`src/rtl/sloader_pkg.sv`:
```
package sloader_pkg;
  typedef enum logic {TGT_CTRL = 1'b0, TGT_CAL = 1'b1} target_e;
  localparam int NUM_TGT = 2;
endpackage

```
`src/rtl/sl_sync.sv`:
```
module sl_sync #(
  parameter int W = 1,
  parameter int STAGES = 2,
  parameter logic [W-1:0] RST_VAL = '0
) (
  input  logic         clk,
  input  logic         rst,
  input  logic [W-1:0] d,
  output logic [W-1:0] q
);
  logic [W-1:0] stg_q [STAGES];

  for (genvar s = 0; s < STAGES; s++) begin : g_stage
    always_ff @(posedge clk) begin
      if (rst) stg_q[s] <= RST_VAL;
      else if (s == 0) stg_q[s] <= d;
      else stg_q[s] <= stg_q[(s == 0) ? 0 : s-1];
    end
  end

  assign q = stg_q[STAGES-1];
endmodule

```
`src/rtl/sl_shift_core.sv`:
```
module sl_shift_core #(
  parameter int WORD_W = 24
) (
  input  logic              clk,
  input  logic              rst,
  input  logic              abort,
  input  logic              sclk,
  input  logic              frame_n,
  input  logic              sel,
  input  logic              sdata,
  output logic              done_o,
  output logic              done_sel_o,
  output logic [WORD_W-1:0] word_o,
  output logic              err_o
);
  localparam int CNT_W = $clog2(WORD_W + 1);
  localparam logic [CNT_W-1:0] LAST = CNT_W'(WORD_W - 1);

  logic              sclk_q;
  logic [CNT_W-1:0]  cnt_q;
  logic [WORD_W-1:0] shreg_q;
  logic              lock_sel_q;
  logic              drop_q;

  logic rise, active, open_word, mismatch, take;
  logic [WORD_W-1:0] shifted;

  always_comb begin
    rise      = sclk & ~sclk_q;
    active    = ~frame_n;
    open_word = (cnt_q != '0);
    mismatch  = active && open_word && !drop_q && (sel != lock_sel_q);
    take      = rise && active && !drop_q && !mismatch;
    shifted   = {shreg_q[WORD_W-2:0], sdata};
  end

  always_ff @(posedge clk) begin
    if (rst) begin
      sclk_q     <= 1'b0;
      cnt_q      <= '0;
      shreg_q    <= '0;
      lock_sel_q <= 1'b0;
      drop_q     <= 1'b0;
      done_o     <= 1'b0;
      done_sel_o <= 1'b0;
      word_o     <= '0;
      err_o      <= 1'b0;
    end else begin
      sclk_q <= sclk;
      done_o <= 1'b0;
      err_o  <= 1'b0;
      if (abort) begin
        cnt_q  <= '0;
        drop_q <= 1'b0;
      end else if (mismatch) begin
        cnt_q  <= '0;
        err_o  <= 1'b1;
        drop_q <= 1'b1;
      end else if (drop_q && !active) begin
        drop_q <= 1'b0;
      end else if (take) begin
        shreg_q <= shifted;
        if (cnt_q == '0) lock_sel_q <= sel;
        if (cnt_q == LAST) begin
          cnt_q      <= '0;
          done_o     <= 1'b1;
          done_sel_o <= lock_sel_q;
          word_o     <= shifted;
        end else begin
          cnt_q <= cnt_q + 1'b1;
        end
      end
    end
  end

  // the bit count never passes the last bit position
  a_r2_cnt_bound: assert property (@(posedge clk) disable iff (rst)
    cnt_q <= LAST);
  // a discarded word never commits in the same cycle
  a_r7_err_excl: assert property (@(posedge clk) disable iff (rst)
    err_o |-> !done_o);
  // while dropping the rest of a frame nothing commits
  a_r7_drop_quiet: assert property (@(posedge clk) disable iff (rst)
    drop_q |=> !done_o);
  // abort empties the word
  a_r8_abort_clears: assert property (@(posedge clk) disable iff (rst)
    abort |=> (cnt_q == '0 && !done_o));
  // an idle frame leaves the bit count alone
  a_r6_idle_hold: assert property (@(posedge clk) disable iff (rst)
    (frame_n && !abort) |=> $stable(cnt_q));
endmodule

```
`src/rtl/sl_target_regs.sv`:
```
module sl_target_regs
  import sloader_pkg::*;
#(
  parameter int WORD_W = 24
) (
  input  logic              clk,
  input  logic              rst,
  input  logic              wr_en,
  input  logic              wr_sel,
  input  logic [WORD_W-1:0] wr_data,
  output logic [WORD_W-1:0] ctrl_o,
  output logic [WORD_W-1:0] cal_o,
  output logic              commit_o
);
  logic [WORD_W-1:0] bank_q [NUM_TGT];

  for (genvar t = 0; t < NUM_TGT; t++) begin : g_tgt
    always_ff @(posedge clk) begin
      if (rst) bank_q[t] <= '0;
      else if (wr_en && (wr_sel == 1'(t))) bank_q[t] <= wr_data;
    end
  end

  always_ff @(posedge clk) begin
    if (rst) commit_o <= 1'b0;
    else commit_o <= wr_en;
  end

  assign ctrl_o = bank_q[int'(TGT_CTRL)];
  assign cal_o  = bank_q[int'(TGT_CAL)];

  // commit strobe lasts one cycle
  a_r2_commit_pulse: assert property (@(posedge clk) disable iff (rst)
    commit_o |=> !commit_o);
  // registers only change along with a commit
  a_r3_ctrl_hold: assert property (@(posedge clk) disable iff (rst)
    !commit_o |-> $stable(ctrl_o));
  a_r3_cal_hold: assert property (@(posedge clk) disable iff (rst)
    !commit_o |-> $stable(cal_o));
endmodule

```
`src/rtl/serial_word_loader.sv`:
```
module serial_word_loader #(
  parameter int WORD_W = 24,
  parameter int SYNC_STAGES = 2
) (
  input  logic              clk,
  input  logic              rst,
  input  logic              abort_i,
  input  logic              sclk_i,
  input  logic              frame_n_i,
  input  logic              sel_i,
  input  logic              sdata_i,
  output logic [WORD_W-1:0] ctrl_o,
  output logic [WORD_W-1:0] cal_o,
  output logic              commit_o,
  output logic              sel_err_o
);
  logic       s_frame_n;
  logic [2:0] s_lines;
  logic              done;
  logic              done_sel;
  logic [WORD_W-1:0] word;

  sl_sync #(.W(1), .STAGES(SYNC_STAGES), .RST_VAL(1'b1)) u_sync_frame (
    .clk(clk), .rst(rst), .d(frame_n_i), .q(s_frame_n));

  sl_sync #(.W(3), .STAGES(SYNC_STAGES), .RST_VAL(3'b000)) u_sync_lines (
    .clk(clk), .rst(rst), .d({sclk_i, sel_i, sdata_i}), .q(s_lines));

  sl_shift_core #(.WORD_W(WORD_W)) u_core (
    .clk(clk), .rst(rst), .abort(abort_i),
    .sclk(s_lines[2]), .frame_n(s_frame_n), .sel(s_lines[1]), .sdata(s_lines[0]),
    .done_o(done), .done_sel_o(done_sel), .word_o(word), .err_o(sel_err_o));

  sl_target_regs #(.WORD_W(WORD_W)) u_regs (
    .clk(clk), .rst(rst), .wr_en(done), .wr_sel(done_sel), .wr_data(word),
    .ctrl_o(ctrl_o), .cal_o(cal_o), .commit_o(commit_o));

  // error and commit never coincide at the ports
  a_r7_err_no_commit: assert property (@(posedge clk) disable iff (rst)
    sel_err_o |=> !commit_o);
endmodule

```
`config.mk`:
```
export PLATFORM = sky130hd
export DESIGN_NAME = serial_word_loader
export DESIGN_NICKNAME = d
export VERILOG_FILES = /design/src/rtl/sloader_pkg.sv /design/src/rtl/sl_sync.sv /design/src/rtl/sl_shift_core.sv /design/src/rtl/sl_target_regs.sv /design/src/rtl/serial_word_loader.sv
export SDC_FILE = /design/constraint.sdc
export NUM_CORES = 1
export LEC_CHECK = 0
export BUFFER_PORTS_ARGS = -buffer_cell sky130_fd_sc_hd__buf_2
export CAP_MARGIN = 10
export CORE_MARGIN = 4
export CORE_UTILIZATION = 29
export CTS_CLUSTER_SIZE = 24
export DETAILED_ROUTE_END_ITERATION = 10
export HOLD_SLACK_MARGIN = 0.1
export SLEW_MARGIN = 20
export SYNTH_ARGS = -nofsm -noshare
export SYNTH_HDL_FRONTEND = slang
export SYNTH_SLANG_ARGS = --single-unit
```
`constraint.sdc`:
```
create_clock -name clk -period 2.8 [get_ports clk]
set_input_delay 0.56 -clock clk [delete_from_list [all_inputs] [get_ports clk]]
set_output_delay 0.56 -clock clk [all_outputs]
set_load 0.05 [all_outputs]
```
# Word-level counts from Yosys, hierarchy flattened
# Memories as Yosys holds them, arrays and structs flattened.
# Cells that the tools add are included.
[totals] wordCells=71 ff_bits=59 mem_count=3 ramBits=56
[mem_list] memory="u_regs.bank_q" depth=2 word_bits=24 rd=2 rd_ports_with_merged_regs=0 wr=2 line_no="sl_target_regs.sv:15" rtl="logic [WORD_W-1:0] bank_q [NUM_TGT];"
[mem_list] memory="u_sync_lines.stg_q" depth=2 word_bits=3 rd=2 rd_ports_with_merged_regs=0 wr=2 line_no="sl_sync.sv:11" rtl="logic [W-1:0] stg_q [STAGES];"
[mem_list] memory="u_sync_frame.stg_q" depth=2 word_bits=1 rd=2 rd_ports_with_merged_regs=0 wr=2 line_no="sl_sync.sv:11"
[op_classes] add_sub_neg=1 eq_ne=2 n_bitwise=14 muxes=20 n_reduce_logical=21
[op_table] operator="two-way mux 24 bit" n=2
[op_table] operator="two-way mux 1 bit" n=15
[op_table] operator="AND reduction 5 bit" n=2
[op_table] operator="logical AND 1 bit" n=9
[op_table] operator="inverter 1 bit" n=7
[op_table] operator="two-way mux 3 bit" n=2
[op_table] operator="OR 1 bit" n=6
[op_table] operator="adder 5 x 1 -> 5 bit, second input constant" n=1
[op_table] operator="== test 5 bit, second input constant" n=1
[op_table] operator="logical NOT 5 bit" n=1
[op_table] operator="two-way mux 5 bit" n=1
[op_table] operator="nonzero test 5 bit" n=1
[op_table] operator="OR reduction 5 bit" n=1
[op_table] operator="AND reduction 4 bit" n=1
[op_table] operator="OR reduction 3 bit" n=1
[op_table] operator="logical NOT 1 bit" n=2
[op_table] operator="AND reduction 2 bit" n=1
[op_table] operator="nonzero test 2 bit" n=1
[op_table] operator="OR reduction 2 bit" n=1
[op_table] operator="bitwise AND 1 bit" n=1
[op_table] operator="inequality test 1 bit" n=1

# Depth between registers and ports, before layout
[depth] depth_word=8 depth_mapped=9

# Modules after synthesis
# Synthesis repeated with hierarchy kept, for this count alone.
[hier_totals] cells_unflattened=386 hier_area_um2=4389.2
[by_module_without_submodules] mod="sl_shift_core" cells_each=237 area_per_inst_um2=2302.2 instances=1 seq_area_each_um2=1161.1
[by_module_without_submodules] mod="sl_target_regs" cells_each=133 area_per_inst_um2=1876.8 instances=1 seq_area_each_um2=1461.4
[by_module_without_submodules] mod="sl_sync (u_sync_lines)" cells_each=12 area_per_inst_um2=157.7 instances=1 seq_area_each_um2=120.1
[by_module_without_submodules] mod="sl_sync (u_sync_frame)" cells_each=4 area_per_inst_um2=52.6 instances=1 seq_area_each_um2=40.0

# Worst setup path before layout
# Ideal clock, no wire load.
[synth_timing] path_type="input to register" startpoint="input port rst" endpoint="memory u_regs.bank_q[0][0] (enable)" arrival_ns=1.603 path_slack_ns=0.817 path_stages=3 setup_time_ns=0.380 required_ns=2.420 cell_sequence="clkbuf_1 > clkbuf_1 > a21o_1"
[synth_lines] item="start: declaration" line_no="serial_word_loader.sv:6" rtl="input logic rst,"
[synth_lines] item="end: declaration" line_no="sl_target_regs.sv:15"

# Worst setup path in the final report
[layout_timing] startpoint="register u_core.cnt_q[0]" endpoint="register u_core.word_o[13]"
[layout_via] elab_chain_len=7 word_cells_on_any_way=9 classes_between="eq/ne: 1; bitwise: 1; reduce/logical: 7"
[layout_lines] item="start: declaration" line_no="sl_shift_core.sv:20" rtl="logic [CNT_W-1:0] cnt_q;"
[layout_lines] item="start signal: assignment" line_no="sl_shift_core.sv:70" rtl="cnt_q <= cnt_q + 1'b1;"
[layout_lines] item="nonzero test 5 bit" line_no="sl_shift_core.sv:31" rtl="open_word = (cnt_q != '0);"
[layout_lines] item="logical AND 1 bit (3 in series)" line_no="sl_shift_core.sv:32" rtl="mismatch = active && open_word && !drop_q && (sel != lock_sel_q);"
[layout_lines] item="logical NOT 1 bit" line_no="sl_shift_core.sv:33" rtl="take = rise && active && !drop_q && !mismatch;"
[layout_lines] item="logical AND 1 bit" line_no="sl_shift_core.sv:33"
[layout_lines] item="AND reduction 5 bit (no source line) (*)"
[layout_lines] item="end signal: assignment" line_no="sl_shift_core.sv:68" rtl="word_o <= shifted;"
[layout_lines] item="end: declaration" line_no="sl_shift_core.sv:13" rtl="output logic [WORD_W-1:0] word_o,"
# Mark *: on every way between the ends. The rest lies on a longest branch, timed or not.
# A chain may end at the register's enable or synchronous reset.

==> run metrics <==
Post-Syn Instances=364; #FFs+latches synth=115; CTS H-tree lvls=4; antenna-violating nets left=0; CTS resizes=0; DRC=0; final setup TNS=0 ns; gr ovfl total=0; Critical Path Fanout Max=25; Syn Nets=373; Tmin final=1.94 ns; Fin. Hold Viols=0; PortBufs=56; Hold-fix buffers, CTS=0; first-pass GRT wire length=13200 um; Fmax=515 MHz; Netlist cell types=35; via count=2714; slowest stage delay, CP=0.48 ns; worst slew pin tran=0.773 ns; initial core utilization=29.6%; max layer used=met4; Skew-Pair Late Insertion Delay=0.40 ns; commonest non-fill, non-tap cell in the layout=dfxtp_1; clk buf depth=2; # clock sinks=115; FP Rows=45; TritonCTS Buffers=17; I/O pins=57; FFs w/ async S/R, synth=0%; Max-cap violations=0; FILL cells=1471; final core utilization=36.3%; Die W=132 um; status=finished, final reports clean; Worst Setup Start Kind=flip-flop; Syn Area/Cell=12.3 um^2; relative slew slack=48.4%; commonest cells after routing, fill and taps aside=dfxtp_1 (67), buf_2 (56), nand2b_1 (50); Post-Syn Area=4490 um^2; Max stage delay cell, worst path=and3_4; P per Cell Area=759 nW/um^2; worst path arrival time=2.27 ns; DRT iter0 DRCs=114; met3 wire len=407 um; Layout area overhead=22.9%; final wirelength=7860 um; core area=15200 um^2; Worst VDD drop=421 uV; root buffer cell=clkbuf_16; HPWL Detailed=5170 um; Reg clk slew, reported paths=0.05 ns; pin count of the biggest net entering global routing=37; Hold WC Path Type=primary input to flip-flop; CP Class=flip-flop to flip-flop; final setup fails=0; Post-synth EDFFs=48; via density per instance=4.36; total track usage=9.31%; Slew Viols, Final=0; CP Capture Type=flip-flop; antenna violations before repair=0; TritonCTS clock tree=done; die height=132 um; met1 wire length=3900 um; wire length on met2=3440 um; Max Clock Skew=0.0101 ns; Die Footprint=17500 um^2; diode count=0; vias in the first global route=2660; share of layout cells above drive strength 1=23.3%; Synth Flop Type=dfxtp_1; first drt pass iteration count=4; Avg WL per Cell=12.6 um; unrepaired setup endpoints after global routing=no; Seq/Total Area, Yosys=61.9%; gp weighted congestion=0.753; WP data required=3.12 ns; Post-CTS Repair Setup Buffers=0; Final #Nets=430; fin crit share=69.3%; Pleak=2.14 nW; Yosys warnings=0; hold slack=0.349 ns; crit path cell chain=inv_1, ha_1, nor4b_4, o211a_1, and3_4, mux2i_1
metrics by stage:
stage               setup WS [ns]  cells  power (W)  area (um^2)
finish                      0.859    622    0.00419         5520
global route                0.705    622    0.00434         5520
CTS                         0.816    622    0.00424         5520
detailed placement          0.800    590    0.00206         4910
global placement            0.846    590    0.00206         4910
floorplan                   0.817    364    0.00201         4490
state kept, by name, summed over array words and instances, names as in the netlist, 2 cells and up:
register	count
u_regs.bank_q	48
u_core.shreg_q	23
u_core.word_o	24
u_core.cnt_q	5
u_sync_frame.stg_q	2
u_sync_lines.stg_q	6
synth_stat cells, types with 2 or more instances:
cell | count | area share (%)
nor2b_1 | 8 | 1.1
or2_2 | 2 | 0.28
nand4_1 | 2 | 0.28
xor2_1 | 2 | 0.39
and3_1 | 48 | 6.7
ha_1 | 2 | 0.56
nand2b_1 | 50 | 7.0
edfxtp_1 | 48 | 32
a21oi_1 | 3 | 0.33
nand2_1 | 5 | 0.42
nor3_1 | 2 | 0.22
a21o_1 | 2 | 0.33
nor2_1 | 29 | 2.4
buf_4 | 2 | 0.33
nor4b_4 | 2 | 1.1
dfxtp_1 | 67 | 30
nand3_1 | 2 | 0.22
inv_1 | 4 | 0.33
mux2i_1 | 49 | 11
buf_12 | 2 | 0.89
clkbuf_1 | 19 | 1.6
cells by family after synthesis:
family | share of synthesized area (%)
simple gates | 21.1
flops | 61.9
mux | 10.9
buf+inv | 3.73
compound gates | 1.17
xor+xnor | 0.585
fa+ha+maj | 0.557
power breakdown:
group | switching, W | total [W] | internal, W | leakage, nW
Combinational | 0.000179 | 0.000226 | 0.0000473 | 0.851
Clock | 0.000723 | 0.00217 | 0.00144 | 0.292
Sequential | 0.0000120 | 0.00180 | 0.00179 | 0.997
final timing paths:
check | slack [ns] | startpoint | to | depth (start not counted)
max | 0.86 | u_core.cnt_q[0] | u_core.word_o[13] | 6
min | 0.35 | frame_n_i | u_sync_frame.stg_q[0] | 2
max reg2reg | 0.86 | u_core.cnt_q[0] | u_core.word_o[13] | 6
min reg2reg | 0.41 | u_sync_frame.stg_q[0] | u_sync_frame.stg_q[1] | 1
layout make-up:
cell class	instances	area, um^2	area share (%)
flip-flops and latches	115	2780	50.4
clock inverters	12	154	2.79
repair buffers	63	333	6.03
inverters	4	15.0	0.272
clock buffers	20	457	8.27
well taps	188	235	4.26
multi-input cells	220	1550	28.0
critical path, delay by kind of cell, from the launching register on:
kind	cells	cell delay (ns)
flops	1	0.34
compound gates	1	0.24
mux	1	0.24
fa+ha+maj	1	0.16
simple gates	2	0.80
buf+inv	1	0.07
per-layer routing:
metal	vias to the layer above	global-route usage, %
met3	6	3.57
met5	-	0
met1	1255	12.3
met4	0	4.50
li1	1380	-
met2	73	13.4
No activity file was read; power rests on OpenSTA's default activity.
